### config.mk
export PLATFORM = sky130hd
export DESIGN_NAME = uart_idle_loop
export DESIGN_NICKNAME = d
export VERILOG_FILES = /design/src/rtl/uart_il_pkg.sv /design/src/rtl/uart_il_baud.sv /design/src/rtl/uart_il_tx.sv /design/src/rtl/uart_il_rx.sv /design/src/rtl/uart_il_idle.sv /design/src/rtl/uart_idle_loop.sv
export SDC_FILE = /design/constraint.sdc
export NUM_CORES = 1
export LEC_CHECK = 0
export BUFFER_PORTS_ARGS = -buffer_cell sky130_fd_sc_hd__buf_2
export CAP_MARGIN = 0
export CELL_PAD_IN_SITES_DETAIL_PLACEMENT = 1
export CELL_PAD_IN_SITES_GLOBAL_PLACEMENT = 2
export CORE_UTILIZATION = 39
export DETAILED_ROUTE_END_ITERATION = 8
export HOLD_SLACK_MARGIN = 0.02
export PLACE_DENSITY = 0.93
export SYNTH_ARGS = -nofsm -noshare
export SYNTH_HDL_FRONTEND = slang
export SYNTH_HIERARCHICAL = 1
export SYNTH_SLANG_ARGS = --single-unit
### constraint.sdc
create_clock -name clk -period 2.77 [get_ports clk]
set_clock_uncertainty 0.15 [all_clocks]
set_input_delay 0.554 -clock clk [delete_from_list [all_inputs] [get_ports clk]]
set_output_delay 0.554 -clock clk [all_outputs]
set_load 0.01 [all_outputs]
### src/rtl/uart_il_pkg.sv
package uart_il_pkg;

    typedef enum logic [1:0] {
        ROUTE_NORMAL = 2'd0,
        ROUTE_LOOP   = 2'd1,
        ROUTE_WIRE   = 2'd2,
        ROUTE_SPARE  = 2'd3
    } route_e;

    typedef enum logic [1:0] {
        RX_HUNT,
        RX_START,
        RX_DATA,
        RX_STOP
    } rx_state_e;

    typedef struct packed {
        logic [7:0] data;
        logic       perr;
        logic       ferr;
    } rx_word_t;

    localparam int CHAR_BITS  = 8;
    localparam int FRAME_BITS = CHAR_BITS + 2;

    function automatic logic parity_of(input logic [CHAR_BITS-2:0] d, input logic odd);
        return (^d) ^ odd;
    endfunction

    function automatic logic vote3(input logic a, input logic b, input logic c);
        return (a & b) | (a & c) | (b & c);
    endfunction

    function automatic logic [CHAR_BITS-1:0] tx_char(input logic [CHAR_BITS-1:0] d,
                                                     input logic pe, input logic odd);
        return pe ? {parity_of(d[CHAR_BITS-2:0], odd), d[CHAR_BITS-2:0]} : d;
    endfunction

endpackage

### src/rtl/uart_il_baud.sv
module uart_il_baud #(
    parameter int CLK_DIV = 4
) (
    input  logic clk,
    input  logic rst,
    output logic tick
);
    localparam int DW = (CLK_DIV > 1) ? $clog2(CLK_DIV) : 1;

    logic [DW-1:0] div_cnt;

    always_ff @(posedge clk) begin
        if (rst) begin
            div_cnt <= '0;
            tick    <= 1'b0;
        end else if (div_cnt == DW'(CLK_DIV - 1)) begin
            div_cnt <= '0;
            tick    <= 1'b1;
        end else begin
            div_cnt <= div_cnt + 1'b1;
            tick    <= 1'b0;
        end
    end
endmodule

### src/rtl/uart_il_tx.sv
module uart_il_tx
    import uart_il_pkg::*;
#(
    parameter int OVS = 16
) (
    input  logic                 clk,
    input  logic                 rst,
    input  logic                 tick,
    input  logic                 parity_en,
    input  logic                 parity_odd,
    input  logic                 tx_valid,
    input  logic [CHAR_BITS-1:0] tx_data,
    output logic                 tx_ready,
    output logic                 line,
    output logic                 busy
);
    localparam int CW = $clog2(OVS);
    localparam int BW = $clog2(FRAME_BITS);

    logic [FRAME_BITS-1:0] frame;
    logic [BW-1:0]         bit_idx;
    logic [CW-1:0]         os_cnt;
    logic                  accept;

    assign accept   = tx_valid && !busy;
    assign tx_ready = !busy;
    assign line     = busy ? frame[0] : 1'b1;

    always_ff @(posedge clk) begin
        if (rst) begin
            busy    <= 1'b0;
            frame   <= '1;
            bit_idx <= '0;
            os_cnt  <= '0;
        end else if (accept) begin
            busy    <= 1'b1;
            frame   <= {1'b1, tx_char(tx_data, parity_en, parity_odd), 1'b0};
            bit_idx <= '0;
            os_cnt  <= '0;
        end else if (busy && tick) begin
            if (os_cnt == CW'(OVS - 1)) begin
                os_cnt <= '0;
                frame  <= {1'b1, frame[FRAME_BITS-1:1]};
                if (bit_idx == BW'(FRAME_BITS - 1)) begin
                    busy <= 1'b0;
                end else begin
                    bit_idx <= bit_idx + 1'b1;
                end
            end else begin
                os_cnt <= os_cnt + 1'b1;
            end
        end
    end
endmodule

### src/rtl/uart_il_rx.sv
module uart_il_rx
    import uart_il_pkg::*;
#(
    parameter int OVS = 16
) (
    input  logic     clk,
    input  logic     rst,
    input  logic     tick,
    input  logic     line,
    input  logic     parity_en,
    input  logic     parity_odd,
    output logic     done,
    output rx_word_t word,
    output logic     in_start,
    output logic     in_frame
);
    localparam int CW   = $clog2(OVS);
    localparam int MID  = OVS / 2;
    localparam int LAST = OVS - 1;
    localparam int IW   = $clog2(CHAR_BITS);

    rx_state_e            state;
    logic [CW-1:0]        os_cnt;
    logic [IW-1:0]        bit_idx;
    logic [1:0]           window;
    logic [CHAR_BITS-1:0] shreg;
    logic                 wait_high;
    logic                 maj;
    logic                 at_mid;
    logic                 at_last;

    assign maj      = vote3(window[1], window[0], line);
    assign at_mid   = (os_cnt == CW'(MID));
    assign at_last  = (os_cnt == CW'(LAST));
    assign in_start = (state == RX_START);
    assign in_frame = (state != RX_HUNT);

    always_ff @(posedge clk) begin
        if (rst) begin
            state     <= RX_HUNT;
            os_cnt    <= '0;
            bit_idx   <= '0;
            window    <= 2'b11;
            shreg     <= '0;
            wait_high <= 1'b0;
            done      <= 1'b0;
            word      <= '0;
        end else begin
            done <= 1'b0;
            if (tick) begin
                window <= {window[0], line};
                if (state != RX_HUNT) begin
                    os_cnt <= at_last ? '0 : os_cnt + 1'b1;
                end
                case (state)
                    RX_HUNT: begin
                        if (line) begin
                            wait_high <= 1'b0;
                        end else if (!wait_high) begin
                            state  <= RX_START;
                            os_cnt <= CW'(1);
                        end
                    end
                    RX_START: begin
                        if (at_mid && maj) begin
                            state <= RX_HUNT;
                        end else if (at_last) begin
                            state   <= RX_DATA;
                            bit_idx <= '0;
                        end
                    end
                    RX_DATA: begin
                        if (at_mid) begin
                            shreg <= {maj, shreg[CHAR_BITS-1:1]};
                        end
                        if (at_last) begin
                            if (bit_idx == IW'(CHAR_BITS - 1)) begin
                                state <= RX_STOP;
                            end else begin
                                bit_idx <= bit_idx + 1'b1;
                            end
                        end
                    end
                    RX_STOP: begin
                        if (at_mid) begin
                            done       <= 1'b1;
                            word.data  <= parity_en ? {1'b0, shreg[CHAR_BITS-2:0]} : shreg;
                            word.perr  <= parity_en &&
                                (shreg[CHAR_BITS-1] != parity_of(shreg[CHAR_BITS-2:0], parity_odd));
                            word.ferr  <= !maj;
                            wait_high  <= !maj;
                            state      <= RX_HUNT;
                        end
                    end
                    default: state <= RX_HUNT;
                endcase
            end
        end
    end
endmodule

### src/rtl/uart_il_idle.sv
module uart_il_idle
    import uart_il_pkg::*;
#(
    parameter int OVS = 16
) (
    input  logic clk,
    input  logic rst,
    input  logic tick,
    input  logic line,
    input  logic in_start,
    input  logic in_frame,
    input  logic frame_done,
    input  logic after_stop,
    output logic idle_det
);
    localparam int LIM = OVS * FRAME_BITS;
    localparam int IW  = $clog2(LIM + 1);

    logic [IW-1:0] ones_cnt;
    logic          armed;
    logic          count_en;

    assign count_en = after_stop ? !in_frame : !in_start;

    always_ff @(posedge clk) begin
        if (rst) begin
            ones_cnt <= '0;
            armed    <= 1'b0;
            idle_det <= 1'b0;
        end else begin
            idle_det <= 1'b0;
            if (frame_done) begin
                armed <= 1'b1;
            end
            if (tick) begin
                if (!count_en || !line) begin
                    ones_cnt <= '0;
                end else if (ones_cnt != IW'(LIM)) begin
                    ones_cnt <= ones_cnt + 1'b1;
                end
                if (count_en && line && armed && !frame_done &&
                    ones_cnt == IW'(LIM - 1)) begin
                    idle_det <= 1'b1;
                    armed    <= 1'b0;
                end
            end
        end
    end
endmodule

### src/rtl/uart_idle_loop.sv
module uart_idle_loop
    import uart_il_pkg::*;
#(
    parameter int CLK_DIV = 4,
    parameter int OVS     = 16
) (
    input  logic       clk,
    input  logic       rst,
    input  logic       cfg_parity_en,
    input  logic       cfg_parity_odd,
    input  logic       cfg_idle_after_stop,
    input  logic [1:0] cfg_route,
    input  logic       tx_valid,
    input  logic [7:0] tx_data,
    output logic       tx_ready,
    output logic       rx_valid,
    output logic [7:0] rx_data,
    output logic       rx_perr,
    output logic       rx_ferr,
    output logic       idle_det,
    input  logic       rxd,
    input  logic       txd_pin_in,
    output logic       txd,
    output logic       txd_oe
);
    route_e   route;
    rx_word_t word;
    logic     tick;
    logic     tx_line;
    logic     tx_busy;
    logic     rx_src;
    logic     sync_a;
    logic     sync_b;
    logic     rx_done;
    logic     rx_in_start;
    logic     rx_in_frame;

    assign route = route_e'(cfg_route);

    uart_il_baud #(.CLK_DIV(CLK_DIV)) u_baud (
        .clk (clk),
        .rst (rst),
        .tick(tick)
    );

    uart_il_tx #(.OVS(OVS)) u_tx (
        .clk       (clk),
        .rst       (rst),
        .tick      (tick),
        .parity_en (cfg_parity_en),
        .parity_odd(cfg_parity_odd),
        .tx_valid  (tx_valid),
        .tx_data   (tx_data),
        .tx_ready  (tx_ready),
        .line      (tx_line),
        .busy      (tx_busy)
    );

    always_comb begin
        case (route)
            ROUTE_LOOP: begin
                rx_src = tx_line;
                txd    = 1'b1;
                txd_oe = 1'b1;
            end
            ROUTE_WIRE: begin
                rx_src = txd_pin_in;
                txd    = tx_line;
                txd_oe = tx_busy;
            end
            default: begin
                rx_src = rxd;
                txd    = tx_line;
                txd_oe = 1'b1;
            end
        endcase
    end

    always_ff @(posedge clk) begin
        if (rst) begin
            sync_a <= 1'b1;
            sync_b <= 1'b1;
        end else begin
            sync_a <= rx_src;
            sync_b <= sync_a;
        end
    end

    uart_il_rx #(.OVS(OVS)) u_rx (
        .clk       (clk),
        .rst       (rst),
        .tick      (tick),
        .line      (sync_b),
        .parity_en (cfg_parity_en),
        .parity_odd(cfg_parity_odd),
        .done      (rx_done),
        .word      (word),
        .in_start  (rx_in_start),
        .in_frame  (rx_in_frame)
    );

    uart_il_idle #(.OVS(OVS)) u_idle (
        .clk       (clk),
        .rst       (rst),
        .tick      (tick),
        .line      (sync_b),
        .in_start  (rx_in_start),
        .in_frame  (rx_in_frame),
        .frame_done(rx_done),
        .after_stop(cfg_idle_after_stop),
        .idle_det  (idle_det)
    );

    assign rx_valid = rx_done;
    assign rx_data  = word.data;
    assign rx_perr  = word.perr;
    assign rx_ferr  = word.ferr;
endmodule

# == Word-level counts from Yosys, hierarchy flattened ==
# Cells that the tools add are included.
# op_classes
n_eq_ne,24
add_sub_neg,6
muxes,44
bitwise_logic,10
reduce_logical,39
# ops
op,count
$mux W8,4
$mux W9,3
$mux W4,6
$eq A4 B4 Y1 const B,4
$mux W1,16
$mux W2,7
$reduce_bool A2 Y1,7
$reduce_xor A7 Y1,2
$add A4 B1 Y4 const B,3
$mux W3,4
$ne A2 B2 Y1 const B,6
$reduce_and A3 Y1,4
$add A8 B1 Y8 const B,1
$eq A2 B2 Y1 const B,4
$eq A8 B8 Y1 const B,1
$logic_and A1 B1 Y1,8
$ne A8 B8 Y1 const B,1
$pmux W2 S4,1
$logic_not A1 Y1,7
$reduce_and A7 Y1,1
$ne A2 B1 Y1 const B,3
$pmux W3 S2,1
$reduce_and A6 Y1,1
$reduce_or A2 Y1,3
other kinds (16),25
# totals
regBits,64
in_bits,18
out_inout_bits,15
wordCells,144

# == Depth between registers and ports, before layout ==
# Gate-level depths: netlist (run 1).
# logic_depth
depth_word,9
mapped_depth,7
mapped_depth_nobuf,6

# == Modules after synthesis ==
# Netlist (run 1), hierarchy kept.
# modules_own_cells
mod,area_each_um2,cells_per_inst,n_inst,seq_area_each_um2
uart_il_rx,1448.9,165,1,620.6
uart_il_tx,975.9,116,1,360.3
uart_il_idle,504.2,56,1,200.2
uart_idle_loop,123.9,13,1,40.0
uart_il_baud,103.8,7,1,60.1

# == Least setup slack after synthesis (run 1) ==
# OpenSTA, ideal clock, no wires.
# synth_path
path_type,input to output
start,in cfg_route[1]
end,out txd
path_stages,3
arrival_time_ns,1.014
path_slack_ns,1.052
n_path_buf,0
cell_sequence,inv_1 > ha_1 > or2_1
# synth_via
elab_chain_len,2
# synth_rtl
item,line,text
start: declaration,uart_idle_loop.sv:12,"input logic [1:0] cfg_route,"
$eq A2 B1 Y1,uart_idle_loop.sv:60,case (route)
$mux W1,uart_idle_loop.sv:60,
end: declaration,uart_idle_loop.sv:23,"output logic txd,"
# No other way between the ends.

# == Final worst setup path (run 1) ==
# layout_path
start,reg u_baud.tick
end,reg u_tx.frame[0]
# layout_via
elab_chain_len,3
# layout_rtl
item,line,text
start: declaration,uart_il_baud.sv:6,output logic tick
start signal: assignment,uart_il_baud.sv:15,tick <= 1'b0;
start signal: assignment,uart_il_baud.sv:18,tick <= 1'b1;
start signal: assignment,uart_il_baud.sv:21,tick <= 1'b0;
$logic_and A1 B1 Y1,uart_il_tx.sv:40,end else if (busy && tick) begin
$reduce_bool A2 Y1 (no source line),-,
$reduce_and A2 Y1 (no source line),-,
end signal: assignment,uart_il_tx.sv:37,"frame <= {1'b1, tx_char(tx_data, parity_en, parity_odd), 1'b0};"
end signal: assignment,uart_il_tx.sv:43,"frame <= {1'b1, frame[FRAME_BITS-1:1]};"
end: declaration,uart_il_tx.sv:20,logic [FRAME_BITS-1:0] frame;
# No other way between the ends.
# A chain may end at the register's enable or synchronous reset.

==> results.yml, run 1 <==
grt:
  grt_use_total_pct: 18.8
  overflow: 0
  grt_first_pass_wirelength_mm: 12.5
  antenna_found_initial: 0
  grt_max_degree: 26
  grt_pass1_vias: 2666
route:
  drtIter0Drc: 70
  routed_wirelength_mm: 7.18
  num_vias: 2571
  wire_per_inst_um: 14.5
  firstDrtPassIters: 4
  ant_nets: 0
  remaining_drc_errors: 0
  avgViaCountPerCell: 5.20
die:
  num_rows: 32
  start_util_pct: 40.6
  chipWidth_um: 92.0
  pin_count: 33
  fp.dieH_um: 92.0
  dieArea_um2: 8460
  coreArea_um2: 7770
critical_path:
  end_kind: "register"
  crit_fanout: 23
  cp.arrival_ns: 2.21
  critPathKind: "reg -> reg"
  critPathRequiredTime_ns: 2.86
  cp-start-kind: "register"
synthesis:
  synth_edf_count: 0
  synthCells: 357
  synth.avg_cell_area_um2: 8.84
  yosysUniqueCellTypes: 63
  ys_ff_latch: 64
  synthArstFlopShare_pct: 0
  synth.area.top_cells: "dfxtp_1 (41%), a21oi_1 (4.8%), ha_1 (4.8%), nor2_1 (4.6%), xnor2_1 (3.6%)"
  synth_area_um2: 3160
  seq_area_frac_synth_pct: 40.6
  synth.largest_area_cell: "dfxtp_1"
  ys.flop_type: "dfxtp_1"
  synth_top_area_share_pct: 40.6
  synth_fp_nets: 387
  yosysWarnings: 6
cells_and_area:
  layout_common_cells: "dfxtp_1 (64), nor2_1 (39), buf_2 (32)"
  layout_commonest_cell: "dfxtp_1"
  final_util_pct: 46.1
  layout-drive-gt1-share_pct: 18.4
  fin_nets: 417
  area_growth_pct: 13.3
  diodes: 0
pwr:
  pwr-share-clk_pct: 42.2
  max-vdd-ir-drop_v: 0.000278
  p_switching_mw: 0.460
  comb_power_share_pct: 7.7
  power_mw: 1.93
  p_sw_share_pct: 23.8
  power.density_nw_per_um2: 540
  p_int_mw: 1.47
  seq_power_share_pct: 50.1
  leakage_nw: 1.35
sta:
  fin_crit_ns: 2.13
  finalSetupTns_ns: 0
  timing.fmax_mhz: 470
  rsz0062_at_grt: "false"
  slew-limit-headroom_pct: 49.3
  tightest_slew_ns: 0.760
  finalSetupViolations: 0
  slew_viol_final: 0
  hold_violations: 0
  period_share_pct: 76.7
clock_network:
  post_cts_buffers: 0
  cts_tree: "yes"
  clkSinkCount: 64
  cts_hold_buf: 0
  root_buffer: "clkbuf_8"
  clk_path_buf_depth: 2
  cts_buffers: 9
  h-tree-depth: 3
  cts.clk_slew.worst_paths_ns: 0.07
  post_cts_resized: 0
  clk-insertion-delay-late_ns: 0.35
place:
  dp_hpwl_mm: 5.06
  gp_congestion: 0.787
  io_buffers: 32
outcome:
  outcome: "completed"
hold_path:
  min_path_type: "reg -> reg"
flow_run:
  cap_violations: 0
## layout make-up
class,count,area (um2)
well taps,102,128
repair buffers,35,183
clock buffers,13,159
clock inverters,3,40.0
multi-input cells,264,1740
fillers,942,4190
flip-flops and latches,64,1280
inverters,13,48.8
## power groups by stage
stage                     clock [mW]  sequential (mW)  combinational [mW]
after detailed placement           0            0.989               0.149
final                          0.814            0.968               0.149
after floorplan                    0            0.976               0.114
after CTS                      0.845            0.968               0.151
after global routing           0.894            0.971               0.165
after global placement             0            0.987               0.144
## synthesized netlist by cell type, drive strengths merged, types with 2 or more instances
cell	n
a31oi	3
xnor2	13
inv	13
or3	2
dfxtp	64
nor2	41
o211ai	3
nand4	6
nor3	9
a22oi	3
o21bai	8
clkbuf	5
xor2	10
or2	4
nand2	32
a211oi	3
nand2b	6
o31ai	2
a21oi	32
o21ai	14
a21o	2
mux2i	9
nand3b	5
and3	4
nand3	19
buf	11
or3b	2
ha	12
nor2b	4
## routing by layer
layer	global-route usage (%)	part of all wire (%)
met1	22.2	47
met2	32.0	48
met3	5.56	3.4
met4	7.16	1.5
met5	0	0
## logic make-up (layout without fill, tap and decap cells)
group	count (synthesis)	count (layout)	synth area share [%]
muxes	10	10	3.33
buffers and inverters	29	64	4.36
xor gates and xnor gates	24	24	7.09
adders and majority gates	13	13	5.07
AOI/OAI and AO/OA	76	76	15.1
and+or+nand+nor	141	141	24.4
DFF	64	64	40.6
## sequential cells by signal, summed over array words and instances (netlist names), named ones only
register         flops
u_rx/os_cnt          4
u_rx/state           1
u_rx/window          2
u_tx/bit_idx         4
u_rx/shreg           8
sync_b               1
u_baud/div_cnt       2
u_baud/tick          1
u_tx/busy            1
u_idle/ones_cnt      8
u_tx/os_cnt          4
u_idle/idle_det      1
u_rx/word           10
u_rx/wait_high       1
u_rx/bit_idx         3
u_idle/armed         1
sync_a               1
u_tx/frame           9
u_rx/done            1
## path summary, 6_finish.rpt
| path | startpoint | to | slack (ns) | cells after the start |
|---|---|---|---|---|
| setup / recovery | u_baud/tick | u_tx/frame[0] | 0.64 | 4 |
| hold reg to reg | sync_a | sync_b | 0.27 | 1 |
| hold / removal | sync_a | sync_b | 0.27 | 1 |
| setup reg to reg | u_baud/tick | u_tx/frame[0] | 0.64 | 4 |
## critical path: stages, from the launching register on
cell and delay (ns):
dfxtp_1 0.81, nand3_4 0.26, nor2_2 0.26, mux2_2 0.36, a21o_1 0.18
## per-stage QoR
stage	cells	hold slack (ns)	worst slack [ns]	area, um2
6_report	494	0.267	0.644	3580
5_1_grt	494	0.259	0.523	3580
4_1_cts	494	0.261	0.644	3580
3_5_place_dp	478	0.261	0.647	3380
3_3_place_gp	478	0.248	0.728	3380
2_1_floorplan	357	0.235	1.05	3160
Power figures use the tool's default switching activity.
==> inputs of run 2 (changes only) <==
CORE_UTILIZATION = 36   (was 39)
PLACE_DENSITY = 0.87   (was 0.93)
clock period = 2.1 ns   (was 2.77 ns; I/O delays follow)
==> results.yml, run 2 (synthesis gave the netlist of run 1 again) <==
die:
  chipWidth_um: 95.6
  num_rows: 33
  pin_count: 33
  start_util_pct: 37.8
  fp.dieH_um: 95.6
  coreArea_um2: 8340
  dieArea_um2: 9150
cells_and_area:
  largest_reg_flops: 10
  reg_top3: "u_rx/word: 10 flops, u_tx/frame: 9 flops"
  layout-drive-gt1-share_pct: 20.3
  layout_common_cells: "dfxtp_1 (64), nor2_1 (39), buf_2 (32)"
  top_register: "u_rx/word"
  diodes: 0
  layout_commonest_cell: "dfxtp_1"
  fin_nets: 424
  area_growth_pct: 14.3
sta:
  finalSetupTns_ns: 0
  tightest_slew_ns: 0.507
  finalSetupViolations: 0
  fin_crit_ns: 1.91
  slew-limit-headroom_pct: 66.2
  hold_violations: 0
  slew_viol_final: 0
  rsz0062_at_grt: "false"
  timing.fmax_mhz: 524
  period_share_pct: 90.9
  holdWs_ns: 0.150
critical_path:
  reg2reg_from: "u_rx/bit_idx[0]"
  slowest_delay_ns: 0.52
  ff2ff_path_depth: 6
  cp.arrival_ns: 1.34
  rr_endpoint: "u_rx/bit_idx[0]"
  slowest_stage: "dfxtp_1"
  critPathRequiredTime_ns: 1.53
  crit_fanout: 9
  end_kind: "primary output"
  ff2ff_setup_slack_ns: 0.25
  cp.buffers_inverters: 1
  crit_family: "flip-flops"
  crit_chain: "nand2b_1 -> or2_1 -> buf_2"
  cp-start-kind: "register"
  critPathKind: "reg -> out"
place:
  io_buffers: 32
  dp_hpwl_mm: 5.24
  gp_congestion: 0.789
clock_network:
  h-tree-depth: 3
  cts_tree: "yes"
  clk_path_buf_depth: 2
  cts_hold_buf: 0
  cts_buffers: 9
  clkSinkCount: 64
  post_cts_buffers: 0
  post_cts_resized: 0
  clk-insertion-delay-late_ns: 0.34
  root_buffer: "clkbuf_8"
  cts.clk_slew.worst_paths_ns: 0.07
grt:
  grt_max_degree: 27
  overflow: 0
  grt_first_pass_wirelength_mm: 12.4
  grt_use_met1_pct: 22.3
  grtUsageMet3_pct: 5.26
  busiest_layer: "met2"
  grt_pass1_vias: 2657
  antenna_found_initial: 0
  gr-usage-met2_pct: 30.0
  grt_use_total_pct: 17.9
outcome:
  outcome: "completed"
pwr:
  max-vdd-ir-drop_v: 0.000279
  power.density_nw_per_um2: 671
  leakage_nw: 1.37
hold_path:
  min_from: "rxd"
  min_path_type: "in -> reg"
  hold_depth: 3
  min_to: "sync_a"
route:
  wire_per_inst_um: 14.5
  firstDrtPassIters: 4
  routed_wirelength_mm: 7.30
  drtIter0Drc: 75
  num_vias: 2626
  avgViaCountPerCell: 5.21
  remaining_drc_errors: 0
  ant_nets: 0
flow_run:
  cap_violations: 0
## run 2: changes by cell type in the layout (fill, tap and decap cells not counted)
cell | before | now
bufinv_16 | 1 | 0
clkbuf_1 | 2 | 0
buf_4 | 3 | 10
clkinvlp_4 | 0 | 2
clkinv_2 | 2 | 4
clkbuf_8 | 11 | 10
## run 2: where the power goes
part	internal, mW	switching, mW	total, mW
logic	0.0937	0.117	0.211
registers	1.24	0.0239	1.27
clock network	0.451	0.492	0.944
total	1.79	0.634	2.42
## run 2: per-stage QoR
step	util [%]	instance area, um2	total power, mW	setup WS [ns]	cells
after floorplan	-	3160	1.44	0.411	357
after CTS	43.2	3610	2.47	0.144	504
final	43.2	3610	2.42	0.191	504
after global routing	43.2	3610	2.54	0.0829	504
after detailed placement	41.2	3430	1.51	0.267	488
after global placement	41.2	3430	1.50	0.322	488
## run 2: worst reg2reg max path: stages, from the launching register on
cell      delay (ns)
dfxtp_1         0.34
ha_1            0.20
ha_1            0.21
or3b_4          0.41
nor2_2          0.16
nor2_1          0.06
a311oi_1        0.23
## run 2: routing by layer
layer  part of all wire [%]  vias up
met5                      0        -
met4                    1.1        0
met3                    3.1        5
met2                     47       32
met1                     48     1266
li1                       -     1323
## run 2: how the worst max path moves through the flow
stage	start	to	slack [ns]	depth (start not counted)
2_1_floorplan	u_rx/bit_idx[0]	u_rx/bit_idx[0]	0.41	6
3_3_place_gp	u_rx/state[0]	u_idle/ones_cnt[2]	0.32	6
3_5_place_dp	u_baud/tick	u_tx/frame[6]	0.27	4
4_1_cts	u_tx/busy	txd	0.14	3
5_1_grt	u_tx/busy	txd	0.08	3
6_report	u_tx/busy	txd	0.19	3
## run 2: area by class of cell
cell class | count | area [um2]
clock buffer | 10 | 138
clock inverter | 6 | 35.0
fill | 1015 | 4730
inverter | 13 | 48.8
multi-input combinational | 264 | 1740
sequential | 64 | 1280
tap | 105 | 131
timing repair buffer | 42 | 235
==> inputs of run 3 (changes only) <==
GPL_ROUTABILITY_DRIVEN = 1   (was unset)
SYNTH_HIERARCHICAL = unset   (was 1)
==> results.yml, run 3 <==
outcome:
  outcome: "completed"
route:
  num_vias: 2400
  avgViaCountPerCell: 4.89
  routed_wirelength_mm: 6.49
  firstDrtPassIters: 4
  remaining_drc_errors: 0
  wire_per_inst_um: 13.2
  drtIter0Drc: 73
  ant_nets: 0
sta:
  hold_violations: 0
  tightest_slew_ns: 0.539
  slew_viol_final: 0
  finalSetupTns_ns: 0
  rsz0062_at_grt: "false"
  period_share_pct: 93.8
  holdWs_ns: 0.160
  timing.fmax_mhz: 507
  fin_crit_ns: 1.97
  finalSetupViolations: 0
  slew-limit-headroom_pct: 63.9
critical_path:
  reg2reg_from: "u_rx.state[0]"
  cp.arrival_ns: 2.09
  slowest_stage: "a2111o_1"
  cp-start-kind: "register"
  crit_chain: "inv_1 -> ha_1 -> o21ai_0 -> o211ai_1 -> a21o_1 -> a2111o_1 -> a21oi_2"
  worstSetupStartpoint: "u_rx.state[0]"
  critPathKind: "reg -> reg"
  slowest_delay_ns: 0.40
  end_kind: "register"
  ff2ff_path_depth: 7
  crit_fanout: 6
  ff2ff_setup_slack_ns: 0.13
  critPathRequiredTime_ns: 2.22
pwr:
  max-vdd-ir-drop_v: 0.000299
  leakage_nw: 1.56
  p_sw_share_pct: 21.6
  comb_power_share_pct: 5.8
  seq_power_share_pct: 46.0
  pwr-share-clk_pct: 48.2
  p_int_mw: 2.13
  p_switching_mw: 0.586
  power.density_nw_per_um2: 762
grt:
  grt_use_total_pct: 16.3
  grt_pass1_vias: 2344
  grt_use_met1_pct: 21.5
  busiest_layer: "met2"
  antenna_found_initial: 0
  grt_max_degree: 44
  grtUsageMet3_pct: 3.80
  gr-usage-met2_pct: 26.0
  overflow: 0
  grt_first_pass_wirelength_mm: 11.2
place:
  io_buffers: 32
  gp_congestion: 0.766
  dpl.cell_count: 475
  dp_hpwl_mm: 4.64
clock_network:
  root_buffer: "clkbuf_8"
  cts_tree: "yes"
  post_cts_buffers: 0
  clk-insertion-delay-late_ns: 0.34
  clk_path_buf_depth: 2
  cts_buffers: 9
  post_cts_resized: 0
  cts.clk_slew.worst_paths_ns: 0.07
  h-tree-depth: 3
  cts_hold_buf: 0
  clkSinkCount: 64
die:
  fp.dieH_um: 93.8
  start_util_pct: 37.1
  num_rows: 33
  chipWidth_um: 93.8
  coreArea_um2: 8180
  dieArea_um2: 8790
  pin_count: 33
cells_and_area:
  fillers: 980
  finalNonFillerCells: 491
  layout_common_cells: "dfxtp_1 (64), nor2_1 (52), nand2_1 (35)"
  layout-drive-gt1-share_pct: 17.9
  layout_commonest_cell: "dfxtp_1"
  diodes: 0
  reg_top3: "u_rx.word: 10 flops, u_tx.frame: 9 flops"
  area_growth_pct: 17.5
  largest_reg_flops: 10
  fin_nets: 415
  top_register: "u_rx.word"
synthesis:
  ys_ff_latch: 64
  synth.avg_cell_area_um2: 8.81
  synth_common_cells: "dfxtp_1 (64), nor2_1 (52), nand2_1 (35), mux2i_1 (19)"
  synth_top_area_share_pct: 42.3
  synth_area_um2: 3030
  synth.area.top_cells: "dfxtp_1 (42%), ha_1 (6.6%), nor2_1 (6.4%), mux2i_1 (6.3%), nand2_1 (4.3%)"
  synth_edf_count: 0
  synth.largest_area_cell: "dfxtp_1"
  yosysWarnings: 0
  synthCells: 344
  ys.flop_type: "dfxtp_1"
  yosysUniqueCellTypes: 43
  seq_area_frac_synth_pct: 42.3
  synthArstFlopShare_pct: 0
  synth_fp_nets: 378
  yosysMostFrequentCell: "dfxtp_1"
flow_run:
  cap_violations: 0
hold_path:
  hold_depth: 3
  min_from: "rxd"
  min_path_type: "in -> reg"
-- run 3: final timing paths --
| check | to |
|---|---|
| min reg2reg | sync_b |
| max reg2reg | register |
| max | register |
| min | sync_a |
-- run 3: per-layer routing --
metal	vias to the layer above	wire length (um)	part of all wire (%)
li1	1232	-	-
met1	1126	3200	49
met2	32	3010	46
met3	10	191	2.9
met4	0	80	1.2
met5	-	0	0
-- run 3: power by group through the flow --
| stage | Combinational [mW] | Clock [mW] | Sequential [mW] |
|---|---|---|---|
| floorplan | 0.109 | 0 | 1.27 |
| global placement | 0.155 | 0 | 1.28 |
| detailed placement | 0.159 | 0 | 1.28 |
| CTS | 0.160 | 1.35 | 1.25 |
| global route | 0.178 | 1.40 | 1.25 |
| finish | 0.156 | 1.31 | 1.25 |
-- run 3: critical path, delay by kind of cell, from the launching register on --
family | cells | cell delay (ns)
flip-flops | 1 | 0.37
AO/OA/AOI/OAI | 5 | 1.03
adder cells (fa/ha/maj) | 1 | 0.24
buffers and inverters | 1 | 0.13
-- run 3: kinds of logic after synthesis --
| group | Yosys count | share of synthesized area, % |
|---|---|---|
| AOI/OAI and AO/OA | 42 | 9.08 |
| xor gates and xnor gates | 28 | 8.54 |
| adders and majority gates | 17 | 6.97 |
| buffers and inverters | 30 | 4.17 |
| DFF | 64 | 42.3 |
| muxes | 20 | 6.64 |
| and+or+nand+nor | 143 | 22.3 |
-- run 3: final cells by class --
type | instances | area (um2) | share of cell area [%]
clock buffer | 11 | 141 | 3.97
clock inverter | 5 | 104 | 2.92
inverter | 16 | 60.1 | 1.69
multi-input combinational | 250 | 1620 | 45.6
sequential | 64 | 1280 | 36.0
tap | 105 | 131 | 3.69
timing repair buffer | 40 | 220 | 6.18
-- run 3: metrics by stage --
stage	power (mW)	instance area (um2)	setup slack [ns]	utilization [%]
6_report	2.71	3560	0.129	43.6
5_1_grt	2.83	3560	0.00705	43.6
4_1_cts	2.76	3560	0.121	43.6
3_5_place_dp	1.44	3320	0.147	40.6
3_3_place_gp	1.43	3320	0.214	40.6
2_1_floorplan	1.38	3030	0.133	-
